## src/rtl/uart_rx_fifo.sv

```systemverilog
module uart_rx_fifo #(
  parameter int DEPTH = 16,
  parameter int OVS   = 16
) (
  input  logic                     clk,
  input  logic                     rst_n,
  input  logic                     tick_en,
  input  logic                     rxd_in,
  input  logic                     parity_en,
  input  logic                     parity_odd,
  input  logic                     flow_en,
  input  logic [1:0]               trig_sel,
  input  logic                     rd_en,
  output logic [7:0]               rd_data,
  output logic [$clog2(DEPTH):0]   rx_count,
  input  logic                     status_rd,
  input  logic                     clr_wr,
  input  logic [3:0]               clr_mask,
  output logic [3:0]               flags,
  output logic                     rx_irq,
  output logic                     err_irq,
  output logic                     rts_out
);
  localparam int AW = $clog2(DEPTH);
  localparam int CW = $clog2(OVS);
  localparam logic [CW-1:0] MID  = CW'(OVS / 2 - 1);
  localparam logic [CW-1:0] LAST = CW'(OVS - 1);

  typedef enum logic [2:0] {S_IDLE, S_START, S_DATA, S_PAR, S_STOP} st_t;

  logic [1:0]    sync_q;
  logic          rx_s;
  st_t           st_q;
  logic [CW-1:0] os_q;
  logic [2:0]    bit_q;
  logic [7:0]    sh_q;
  logic          par_q;
  logic [7:0]    mem_q [DEPTH];
  logic [AW-1:0] wp_q, rp_q;
  logic [AW:0]   cnt_q;
  logic [3:0]    flag_q, armed_q;
  logic [AW:0]   trig_lvl;
  logic          done, stop_bad, par_bad, full, push, pop;
  logic [3:0]    set_v;

  assign rx_s     = sync_q[1];
  assign done     = tick_en && st_q == S_STOP && os_q == LAST;
  assign stop_bad = !rx_s;
  assign par_bad  = parity_en && ((^{sh_q, par_q}) ^ parity_odd);
  assign full     = cnt_q == (AW+1)'(DEPTH);
  assign push     = done && !full;
  assign pop      = rd_en && cnt_q != '0;

  always_comb begin
    case (trig_sel)
      2'd0:    trig_lvl = (AW+1)'(1);
      2'd1:    trig_lvl = (AW+1)'(4);
      2'd2:    trig_lvl = (AW+1)'(8);
      default: trig_lvl = (AW+1)'(14);
    endcase
  end

  assign set_v    = {done && full, done && par_bad, done && stop_bad, cnt_q >= trig_lvl};
  assign rd_data  = mem_q[rp_q];
  assign rx_count = cnt_q;
  assign flags    = flag_q;
  assign rx_irq   = flag_q[0];
  assign err_irq  = flag_q[1] | flag_q[2];
  assign rts_out  = flow_en && full;

  always_ff @(posedge clk or negedge rst_n)
    if (!rst_n) sync_q <= 2'b11;
    else        sync_q <= {sync_q[0], rxd_in};

  always_ff @(posedge clk or negedge rst_n) begin
    if (!rst_n) begin
      st_q  <= S_IDLE;
      os_q  <= '0;
      bit_q <= '0;
      sh_q  <= '0;
      par_q <= 1'b0;
    end else if (tick_en) begin
      os_q <= os_q + 1'b1;
      case (st_q)
        S_IDLE: begin
          os_q <= '0;
          if (!rx_s) st_q <= S_START;
        end
        S_START: if (os_q == MID) begin
          os_q  <= '0;
          bit_q <= '0;
          st_q  <= rx_s ? S_IDLE : S_DATA;
        end
        S_DATA: if (os_q == LAST) begin
          sh_q  <= {rx_s, sh_q[7:1]};
          bit_q <= bit_q + 1'b1;
          if (bit_q == 3'd7) st_q <= parity_en ? S_PAR : S_STOP;
        end
        S_PAR: if (os_q == LAST) begin
          par_q <= rx_s;
          st_q  <= S_STOP;
        end
        default: if (os_q == LAST) st_q <= S_IDLE;
      endcase
    end
  end

  always_ff @(posedge clk) if (push) mem_q[wp_q] <= sh_q;

  always_ff @(posedge clk or negedge rst_n) begin
    if (!rst_n) begin
      wp_q  <= '0;
      rp_q  <= '0;
      cnt_q <= '0;
    end else begin
      if (push) wp_q <= wp_q + 1'b1;
      if (pop)  rp_q <= rp_q + 1'b1;
      cnt_q <= cnt_q + (AW+1)'(push) - (AW+1)'(pop);
    end
  end

  always_ff @(posedge clk or negedge rst_n) begin
    if (!rst_n) begin
      flag_q  <= '0;
      armed_q <= '0;
    end else begin
      for (int i = 0; i < 4; i++) begin
        flag_q[i] <= set_v[i] | (flag_q[i] & !(clr_wr && clr_mask[i] && armed_q[i]));
        if (clr_wr && clr_mask[i])          armed_q[i] <= 1'b0;
        else if (status_rd && flag_q[i])    armed_q[i] <= 1'b1;
      end
    end
  end

  a_r5_no_overflow: assert property (@(posedge clk) disable iff (!rst_n)
    rx_count <= (AW+1)'(DEPTH));
  a_r8_full_holds: assert property (@(posedge clk) disable iff (!rst_n)
    (rx_count == (AW+1)'(DEPTH) && !rd_en) |=> rx_count == (AW+1)'(DEPTH));
  a_r8_ovr_sticky: assert property (@(posedge clk) disable iff (!rst_n)
    (flags[3] && !(clr_wr && clr_mask[3])) |=> flags[3]);
  a_r9_rts_full: assert property (@(posedge clk) disable iff (!rst_n)
    rts_out |-> (flow_en && rx_count == (AW+1)'(DEPTH)));
  a_r6_trigger: assert property (@(posedge clk) disable iff (!rst_n)
    (rx_count >= trig_lvl) |=> flags[0]);
  a_r10_tick_hold: assert property (@(posedge clk) disable iff (!rst_n)
    !tick_en |=> $stable(st_q));
  a_r7_clear_armed: assert property (@(posedge clk) disable iff (!rst_n)
    $fell(flags[0]) |-> $past(armed_q[0]));
endmodule

```

## config.mk

```make
export PLATFORM = sky130hd
export DESIGN_NAME = uart_rx_fifo
export DESIGN_NICKNAME = d
export VERILOG_FILES = /design/src/rtl/uart_rx_fifo.sv
export SDC_FILE = /design/constraint.sdc
export NUM_CORES = 1
export LEC_CHECK = 0
export ABC_AREA = 1
export CAP_MARGIN = 20
export CORE_ASPECT_RATIO = 1.5
export CORE_MARGIN = 2
export CORE_UTILIZATION = 40
export CTS_BUF_LIST = sky130_fd_sc_hd__clkbuf_4
export DETAILED_ROUTE_END_ITERATION = 10
export DONT_BUFFER_PORTS = 1
export GPL_TIMING_DRIVEN = 0
export PLACE_DENSITY = 0.65
export SLEW_MARGIN = 20
export SYNTH_ARGS = -nofsm -noshare
export SYNTH_HDL_FRONTEND = slang
export SYNTH_SLANG_ARGS = --single-unit
```

## constraint.sdc

```tcl
create_clock -name clk -period 3.1 [get_ports clk]
set_clock_uncertainty 0.2 [all_clocks]
set_input_delay 0 -clock clk [delete_from_list [all_inputs] [get_ports clk]]
set_output_delay 0 -clock clk [all_outputs]
set_load 0.05 [all_outputs]
```

==> results of run 1 <==
[flip-flops by register name, summed over array words and instances, names as in the netlist]
| register | cells |
|---|---|
| armed_q | 4 |
| bit_q | 3 |
| flags | 4 |
| mem_q | 128 |
| os_q | 4 |
| par_q | 1 |
| rp_q | 4 |
| rx_count | 5 |
| sh_q | 8 |
| st_q | 3 |
| sync_q | 2 |
| wp_q | 4 |
[logic make-up (layout without fill, tap and decap cells)]
kind of cell	Yosys count	after routing
other cells	0	1
xor+xnor	14	14
simple gates	248	248
flops	170	170
fa+ha+maj	19	19
compound gates	142	142
buf+inv	90	159
[how the worst max path moves through the flow]
stage	to	from	cells past startpoint	slack [ps]
after floorplan	rx_count[4]$_DFF_PN0_	rx_count[2]$_DFF_PN0_	11	290
after global placement	rx_count[4]$_DFF_PN0_	rx_count[3]$_DFF_PN0_	11	20
after detailed placement	rx_count[4]$_DFF_PN0_	rx_count[2]$_DFF_PN0_	11	-7
after CTS	rx_count[4]$_DFF_PN0_	rx_count[1]$_DFF_PN0_	10	40
after global routing	flags[2]$_DFF_PN0_	sh_q[5]$_DFFE_PN0P_	9	4
final	flags[2]$_DFF_PN0_	sh_q[5]$_DFFE_PN0P_	9	190
[power groups by stage]
stage,Combinational [mW],Sequential [mW],Clock (mW)
3_3_place_gp,2.22,2.80,0
6_report,2.32,2.76,1.31
5_1_grt,2.54,2.78,1.43
3_5_place_dp,2.25,2.80,0
4_1_cts,2.31,2.76,1.33
2_1_floorplan,1.61,2.77,0
[worst register-to-register path: stages (launching register included)]
cell	delay [ps]
dfrtp_1	880
inv_1	120
nand2_1	90
nand4_1	110
nand2_1	110
nand3_1	80
nand3_1	80
dlygate4sd3_1	550
nand2_1	40
dlygate4sd3_1	540
[repair_timing]
item / in CTS / in global routing
setup buffers: 0 / 2
pin swaps: 0 / 1
hold buffers: 35 / 0
resized for setup: 2 / 5
endpoints found under the hold margin: 105 / 0
endpoints found under the setup margin: 1 / 5
[cells in the final DEF (no fill, tap or decap), types with 3 or more instances in the layout]
master / count
dlygate4sd3_1: 33
nand2_1: 89
xor2_1: 10
o211ai_1: 33
nor2_4: 3
o21ai_0: 86
dfrtp_2: 6
nand4_1: 4
nand3_1: 29
clkbuf_1: 7
clkbuf_4: 17
edfxtp_1: 128
o21ai_1: 6
xnor2_1: 4
a21oi_1: 13
ha_1: 18
buf_2: 15
dfrtp_1: 34
inv_2: 4
nor2_1: 117
inv_1: 57
clkinv_4: 5
buf_4: 6
[metal layers]
| metal | routed length, um | track usage, % |
|---|---|---|
| met4 | 797 | 9.73 |
| met1 | 6800 | 22.0 |
| met5 | 0 | 0 |
| met3 | 1100 | 4.47 |
| met2 | 9410 | 33.8 |
[area by class of cell]
cell class | count | share of cell area [%]
inverters | 63 | 2.78
clock buffers | 17 | 1.50
clock inverters | 15 | 1.99
flip-flops and latches | 170 | 57.7
diodes | 1 | 0.0294
repair buffers | 37 | 4.71
multi-input cells | 423 | 25.9
well taps | 252 | 3.71
plain buffers | 27 | 1.68
==> metrics.txt, run 1 <==
sequential fraction of design power between 40% and 50%; Initial Utilization roughly 40%; CP peak stage delay between 800 and 900 ps; Tcrit/Tclk final between 90% and 100%; num ports 36; Sw Ratio approximately 43%; Slew Limit Fails 0; first-pass GRT wire length approximately 28,000 um; wire per inst 18.0 um; Die W 116 um; dpl hpwl between 10,000 and 15,000 um; fin cells 1,005; H-Tree Depth 4; status completed; XOR/XNOR Fraction of Synth Area around 1.6%; Post-Synth Adder-Cell Area 3.28%; Psw roughly 2.8 mW; CP max FO 20; Synth area leader edfxtp_1; die area ~20,000 um^2; Final Cell Area 8500 um^2; Hold Path Depth 2; DR iter-0 viols 372; Synth area leaders edfxtp_1, dfrtp_1, nor2_1; number of remaining DRC errors 0; PD cells between 700 and 800 nW/um^2; CP delay by family, top buffers and inverters; vias in the first global route ~5,000; Worst setup SP type register; Total GRT Usage around 19%; fmax roughly 0.34 GHz; fill cell count about 1,700; FF+latch count, synth 170; unrepaired setup endpoints after global routing no; Crit Path Category reg -> reg; vias just over 5,000; multiplexer share of the synthesized area 0%; max cap viols 0; placed cells between 900 and 1,000; Post-synth EDFFs between 100 and 150; Multi-input gate area between 2000 and 2500 um^2; Reg area a little under 5000 um^2; most frequent cell after synthesis edfxtp_1; Hold Startpoint flow_en; Util after Layout a little under half; WHS Endpoint rts_out; CTS tree built; top cells by count, synth edfxtp_1, nor2_1, nand2_1; syn nets 718; GP Congestion approximately 0.86; post-synth top area share roughly 51%; relative slew slack ~28%; most frequent CP cell nand2_1; antenna-violating nets left 0; hold_ws about 22 ps; worst min-delay path class in -> out; Synth Cell Area 7480 um^2; leak pwr about 2.8 nW; largest family of logic cells by synthesized area simple AND/OR/NAND/NOR gates; Avg Cell Area, Syn around 11 um^2; largest net degree at the start of global routing 43; CP Cell Sequence inv_1 > nand2_1 > nand4_1 > nand2_1 > nand3_1 > nand3_1 > dlygate4sd3_1 > nand2_1 > dlygate4sd3_1; worst-case clock buffer depth 2; post-route setup slack 195 ps; port buffer count 0; worst slack, placed -7.23 ps; cell count after synthesis 683; setup violators final 0; R2R depth 9; part of the power in combinational logic a little over a third; vias per cell 5.10; gr ovfl total 0; reg2reg start sh_q[5]$_DFFE_PN0P_; P_int around 3.6 mW; CTS sink cnt 170; most used flip-flop cell after synthesis edfxtp_1; Pwr Total about 6.4 mW; Clock Latency Late Sink between 500 and 600 ps; internal reg-to-reg setup slack 190 ps; Worst Path Buf+Inv 3; end of the worst register-to-register path flags[2]$_DFF_PN0_; # rows 61; worst-margin pin slew 1080 ps; Simple-Gate Fraction of Synth Area between 10% and 20%; Worst EP arrival roughly 3200 ps; initial antenna violation count 1; sequential fraction of the synthesis area about two thirds; cts bufs inserted 17; Synth-to-Final Area Change 13.7%; DP Area 7790 um^2; clock-pin slew on the worst setup and hold paths about 140 ps; clock share of power between 20% and 30%; Core Footprint 18,500 um^2; Hold Fails Final Rpt 0; Die Height between 150 and 200 um; asr flop ratio synth between 20 and 25%; CTS root buf clkbuf_4; post-synth cell types 32; Syn. warnings 0; DRT Pass-1 Iters 6; Synth Area in Compound Gates between 10% and 20%; Final nets about 770; TNS Setup 0 ps; Tmin final 2910 ps; maximum vdd ir drop approximately 480 uV; Slowest-stage cell, CP dfrtp_1; CP Data Required Time 3360 ps; Routed Wire Length 18,100 um; layout cells sized above 1 between 10% and 20%; Worst Setup End Kind register
Note: power is estimated with default switching activity, not from simulation.
==> run 2: changes to the inputs <==
--- a/config.mk
+++ b/config.mk
@@ -15,6 +15,7 @@
 export DONT_BUFFER_PORTS = 1
 export GPL_TIMING_DRIVEN = 0
 export PLACE_DENSITY = 0.65
+export RECOVER_POWER = 100
 export SLEW_MARGIN = 20
 export SYNTH_ARGS = -nofsm -noshare
 export SYNTH_HDL_FRONTEND = slang
==> run 2 against run 1 <==
Global-route usage did not move. Die area did not move. Highest routed layer unchanged. Via count rose by 0.55%. Clock power barely moved. First-iteration DRC count rose by 3.0%. Maximum frequency barely moved. Utilization fell by 0.35 points. Setup slack barely moved. Non-clock buffer count did not move. Cell area fell by 0.75%. Clock-buffer cell count did not move.
==> metrics.txt, run 2 (synthesized netlist as in run 1, its figures left out) <==
status completed; Total GRT Usage 19.4% (unchanged); gr ovfl total 0 (unchanged); worst-margin pin slew 1090 ps (+11.5 ps); worst slack, placed -7.23 ps (unchanged); placed cells 935 (unchanged); clock-pin slew on the worst setup and hold paths 140 ps (about the same); largest net degree at the start of global routing 43 (unchanged); first-pass GRT wire length 27,700 um (unchanged); sequential fraction of design power 43.2% (about the same); cts bufs inserted 17 (unchanged); PD cells 756 nW/um^2 (+0.57%); worst min-delay path class in -> out; relative slew slack 27.2% (-0.77 points); P_int 3.63 mW (-0.31%); most frequent CP cell nand2_1; # rows 61 (unchanged); Slew Limit Fails 0 (unchanged); Slowest-stage cell, CP dfrtp_1; max cap viols 0 (unchanged); Core Footprint 18,500 um^2 (unchanged); post-route setup slack 195 ps (+0.196 ps); part of the power in combinational logic 36.1% (-0.2 points); DRT Pass-1 Iters 4 (-2); antenna-violating nets left 0 (unchanged); Initial Utilization 40.5% (unchanged); vias in the first global route 5,073 (unchanged); Util after Layout 45.7% (-0.35 points); wire per inst 18.0 um (about the same); Routed Wire Length 18,100 um (about the same); Tmin final 2900 ps (-0.196 ps); Die Height 171 um (unchanged); vias 5,157 (+0.55%); Tcrit/Tclk final 93.7% (about the same); fmax 0.344 GHz (about the same); commonest cells after routing, fill and taps aside edfxtp_1, nor2_1, o21ai_0; Psw 2.75 mW (about the same); CTS sink cnt 170 (unchanged); clock share of power 20.6% (about the same); unrepaired setup endpoints after global routing no; Sw Ratio 43.1% (+0.066 points); H-Tree Depth 4 (unchanged); layout cells sized above 1 8.78% (-1.3 points); leak pwr 2.82 nW (-0.92%); CP peak stage delay 880 ps (about the same); Hold Fails Final Rpt 0 (unchanged); DR iter-0 viols 383 (+3.0%); port buffer count 0 (unchanged); number of remaining DRC errors 0 (unchanged); initial antenna violation count 1 (unchanged); hold_ws 21.9 ps (+0.115 ps); CTS root buf clkbuf_4; CP Cell Sequence inv_1 > nand2_1 > nand4_1 > nand2_1 > nand3_1 > nand3_1 > dlygate4sd3_1 > nand2_1 > dlygate4sd3_1; CP max FO 20 (unchanged); GP Congestion 0.859 (unchanged); fill cell count 1,751 (+0.63%); biggest regs mem_q x128, sh_q x8, rx_count x5; Synth-to-Final Area Change 12.8%; num ports 36 (unchanged); vias per cell 5.13 (+0.55%); CTS tree built; Die W 116 um (unchanged); setup violators final 0 (unchanged); CP Data Required Time 3360 ps (about the same); maximum vdd ir drop 481 uV (about the same); dpl hpwl 12,100 um (unchanged); fin cells 1,005 (unchanged); Clock Latency Late Sink 570 ps (about the same); Final nets 774 (unchanged); Most flops, register mem_q; max reg flops 128 (unchanged); Worst setup SP type register; worst-case clock buffer depth 2 (unchanged); Crit Path Category reg -> reg; Worst Setup End Kind register; commonest non-fill, non-tap cell in the layout edfxtp_1; die area 19,800 um^2 (unchanged); Worst EP arrival 3170 ps (about the same)
## run 2: changes by cell type in the layout (fill, tap and decap cells not counted), sizes merged
| cell | change |
|---|---|
| buf | -6 |
| clkbuf | +5 |
| clkdlybuf4s25 | +1 |
## run 2: final timing paths
path | slack (ps) | cells after the start | start | endpoint
max | 200 | 9 | sh_q[5]$_DFFE_PN0P_ | flags[2]$_DFF_PN0_
min reg2reg | 170 | 0 | sync_q[0]$_DFF_PN1_ | sync_q[1]$_DFF_PN1_
max reg2reg | 200 | 9 | sh_q[5]$_DFFE_PN0P_ | flags[2]$_DFF_PN0_
min | 20 | 2 | flow_en | rts_out
min in group asynchronous | 790 | 4 | rst_n | wp_q[2]$_DFFE_PN0P_
max in group asynchronous | 1170 | 4 | rst_n | sh_q[6]$_DFFE_PN0P_
## run 2: per-layer routing
metal	share of wire, %	track usage, %
met3	5.8	4.47
met5	0	0
met4	4.3	9.73
met1	38	22.0
met2	52	33.8
## run 2: final cells by class
class	count	area [um^2]	area share (%)
Multi-Input combinational cell	423	2190	25.9
Antenna cell	1	2.50	0.0297
Clock inverter	15	169	2.00
Sequential cell	170	4900	58.1
Clock buffer	17	128	1.51
Buffer	27	135	1.60
Tap cell	252	315	3.74
Inverter	63	236	2.80
Timing Repair Buffer	37	360	4.27
## run 2: timing repair
action | 4_1_cts | 5_1_grt
endpoints found under the hold margin | 105 | 0
gates resized for setup | 2 | 5
hold buffers | 35 | 0
buffers inserted | 0 | 2
pin swaps | 0 | 1
endpoints found under the setup margin | 1 | 5
## run 2: power by group through the flow
stage	Combinational (mW)	Sequential [mW]	Clock [mW]
2_1_floorplan	1.61	2.77	0
3_3_place_gp	2.22	2.80	0
3_5_place_dp	2.25	2.80	0
4_1_cts	2.31	2.76	1.33
5_1_grt	2.52	2.78	1.43
6_report	2.30	2.76	1.32
## run 2: critical path, delay by kind of cell, from the launching register on
kind,cells,cell delay (ps)
flip-flops,1,880
AND/OR/NAND/NOR,6,510
buffers and inverters,3,1210
## run 2: per-stage QoR
stage | setup TNS (ps) | power (mW) | area (um^2)
global placement | 0 | 5.02 | 7790
detailed placement | -7.23 | 5.05 | 7790
finish | 0 | 6.38 | 8440
floorplan | 0 | 4.38 | 7480
global route | 0 | 6.73 | 8440
CTS | 0 | 6.40 | 8480
==> run 3: changes to the inputs <==
--- a/config.mk
+++ b/config.mk
@@ -14,6 +14,7 @@
 export DETAILED_ROUTE_END_ITERATION = 10
 export DONT_BUFFER_PORTS = 1
 export GPL_TIMING_DRIVEN = 0
+export MAX_ROUTING_LAYER = met4
 export PLACE_DENSITY = 0.65
 export RECOVER_POWER = 100
 export SLEW_MARGIN = 20
==> run 3 against run 2 <==
First-iteration DRC count rose by 17%. Global-route usage increased by 0.55 points. Highest routed layer unchanged. Utilization stayed put. Wire length up 0.15%. Combinational power is essentially flat. Via count shrank 0.52%. Clock power about the same. Critical path type unchanged. Clock-buffer cell count unchanged.
==> metrics.txt, run 3 (synthesized netlist as in run 1, its figures left out) <==
commonest cells after routing, fill and taps aside edfxtp_1, nor2_1, o21ai_0; Crit Path Category reg -> reg; unrepaired setup endpoints after global routing no; internal reg-to-reg setup slack 180 ps (about the same); max cap viols 0 (unchanged); worst-case clock buffer depth 2 (unchanged); largest net degree at the start of global routing 43 (unchanged); Slew Limit Fails 0 (unchanged); wire per inst 18.0 um (+0.15%); Clock Latency Late Sink 580 ps (about the same); CP Data Required Time 3380 ps (+20 ps); leak pwr 2.82 nW (unchanged); initial antenna violation count 1 (unchanged); commonest non-fill, non-tap cell in the layout edfxtp_1; CTS sink cnt 170 (unchanged); WHS Endpoint rts_out; num ports 36 (unchanged); fin cells 1,005 (unchanged); Worst Setup End Kind register; Hold Startpoint flow_en; Final nets 774 (unchanged); Hold Path Depth 2 (unchanged); Slowest-stage cell, CP dfrtp_1; first-pass GRT wire length 27,700 um (about the same); R2R depth 9 (unchanged); max reg flops 128 (unchanged); port buffer count 0 (unchanged); placed cells 935 (unchanged); fill cell count 1,751 (unchanged); maximum vdd ir drop 480 uV (about the same); layout cells sized above 1 8.78% (unchanged); vias per cell 5.10 (-0.52%); fmax 0.343 GHz (-0.45%); vias in the first global route 5,064 (-0.18%); Core Footprint 18,500 um^2 (unchanged); Reg area 4900 um^2 (unchanged); CP Cell Sequence inv_1 > nand2_1 > nand4_1 > nand2_1 > nand3_1 > nand3_1 > dlygate4sd3_1 > nand2_1 > dlygate4sd3_1; setup violators final 0 (unchanged); dpl hpwl 12,100 um (unchanged); TNS Setup 0 ps (unchanged); CP peak stage delay 890 ps (about the same); reg2reg start sh_q[5]$_DFFE_PN0P_; most frequent CP cell nand2_1; CP max FO 20 (unchanged); die area 19,800 um^2 (unchanged); Multi-input gate area 2190 um^2 (unchanged); CTS tree built; Die W 116 um (unchanged); # rows 61 (unchanged); cts bufs inserted 17 (unchanged); H-Tree Depth 4 (unchanged); Routed Wire Length 18,100 um (+0.15%); status completed; Worst EP arrival 3190 ps (+20 ps); Most flops, register mem_q; relative slew slack 27.2% (+0.061 points); Initial Utilization 40.5% (unchanged); Tmin final 2920 ps (+13.2 ps); Util after Layout 45.7% (unchanged); GP Congestion 0.874 (+1.8%); CTS root buf clkbuf_4; Synth-to-Final Area Change 12.8% (unchanged); clock-pin slew on the worst setup and hold paths 140 ps (about the same); number of remaining DRC errors 0 (unchanged); vias 5,130 (-0.52%); biggest regs mem_q x128, sh_q x8, rx_count x5; gr ovfl total 0 (unchanged); DR iter-0 viols 448 (+17%); Tcrit/Tclk final 94.1% (+0.43 points); end of the worst register-to-register path flags[2]$_DFF_PN0_; Total GRT Usage 19.9% (+0.55 points); Die Height 171 um (unchanged); antenna-violating nets left 0 (unchanged); worst-margin pin slew 1090 ps (+3.11 ps); PD cells 756 nW/um^2 (about the same); DRT Pass-1 Iters 5 (+1); worst min-delay path class in -> out; Hold Fails Final Rpt 0 (unchanged); Worst setup SP type register
==> run 3: cell counts in the layout (fill, tap and decap cells not counted) <==
No cell type changed its count.
==> run 3: through the flow <==
stage	hold WS [ps]	total power, mW	cell area [um^2]	setup WS [ps]
2_1_floorplan	-496	4.38	7480	291
3_3_place_gp	-494	5.02	7790	17.2
3_5_place_dp	-494	5.05	7790	-7.23
4_1_cts	21.5	6.40	8480	41.7
5_1_grt	26.1	6.73	8440	4.09
6_report	21.9	6.37	8440	182
==> run 3: worst max path at each step <==
stage	startpoint	to	slack, ps	cells past startpoint
after global placement	rx_count[3]$_DFF_PN0_	rx_count[4]$_DFF_PN0_	20	11
after detailed placement	rx_count[2]$_DFF_PN0_	rx_count[4]$_DFF_PN0_	-7	11
after CTS	rx_count[1]$_DFF_PN0_	rx_count[4]$_DFF_PN0_	40	10
after global routing	sh_q[5]$_DFFE_PN0P_	flags[2]$_DFF_PN0_	4	9
final	sh_q[5]$_DFFE_PN0P_	flags[2]$_DFF_PN0_	180	9
after floorplan	rx_count[2]$_DFF_PN0_	rx_count[4]$_DFF_PN0_	290	11
==> run 3: area by class of cell <==
cell class,count,share of cell area [%]
antenna,1,0.0297
buffer,27,1.60
clock buffer,17,1.51
clock inverter,15,2.00
inverter,63,2.80
multi-input combinational,423,25.9
sequential,170,58.1
tap,252,3.74
timing repair buffer,37,4.27
==> run 3: per-layer routing <==
metal  global-route usage, %  vias to the layer above  wire (um)
met4                    9.73                        0        796
met5                       -                        -          0
met2                    33.8                      174       9400
li1                        -                     2462          -
met1                    22.1                     2451       6840
met3                    4.33                       43       1100
==> run 3: worst max-delay path, delay by kind of cell, from the launching register on <==
kind          cells  cell delay [ps]
simple gates      6              510
buf+inv           3             1210
flops             1              890
==> run 3: what timing repair did <==
| action | in CTS | in global routing |
|---|---|---|
| endpoints found under the hold margin | 105 | 0 |
| buffers inserted | 0 | 2 |
| gates resized for setup | 2 | 5 |
| pin swaps | 0 | 1 |
| endpoints found under the setup margin | 1 | 5 |
| hold buffers | 35 | 0 |
==> run 3: power breakdown <==
group          internal, mW  total [mW]  switching (mW)
registers              2.52        2.76           0.235
clock network         0.496        1.31           0.818
logic                 0.607        2.30            1.69
total                  3.63        6.37            2.75
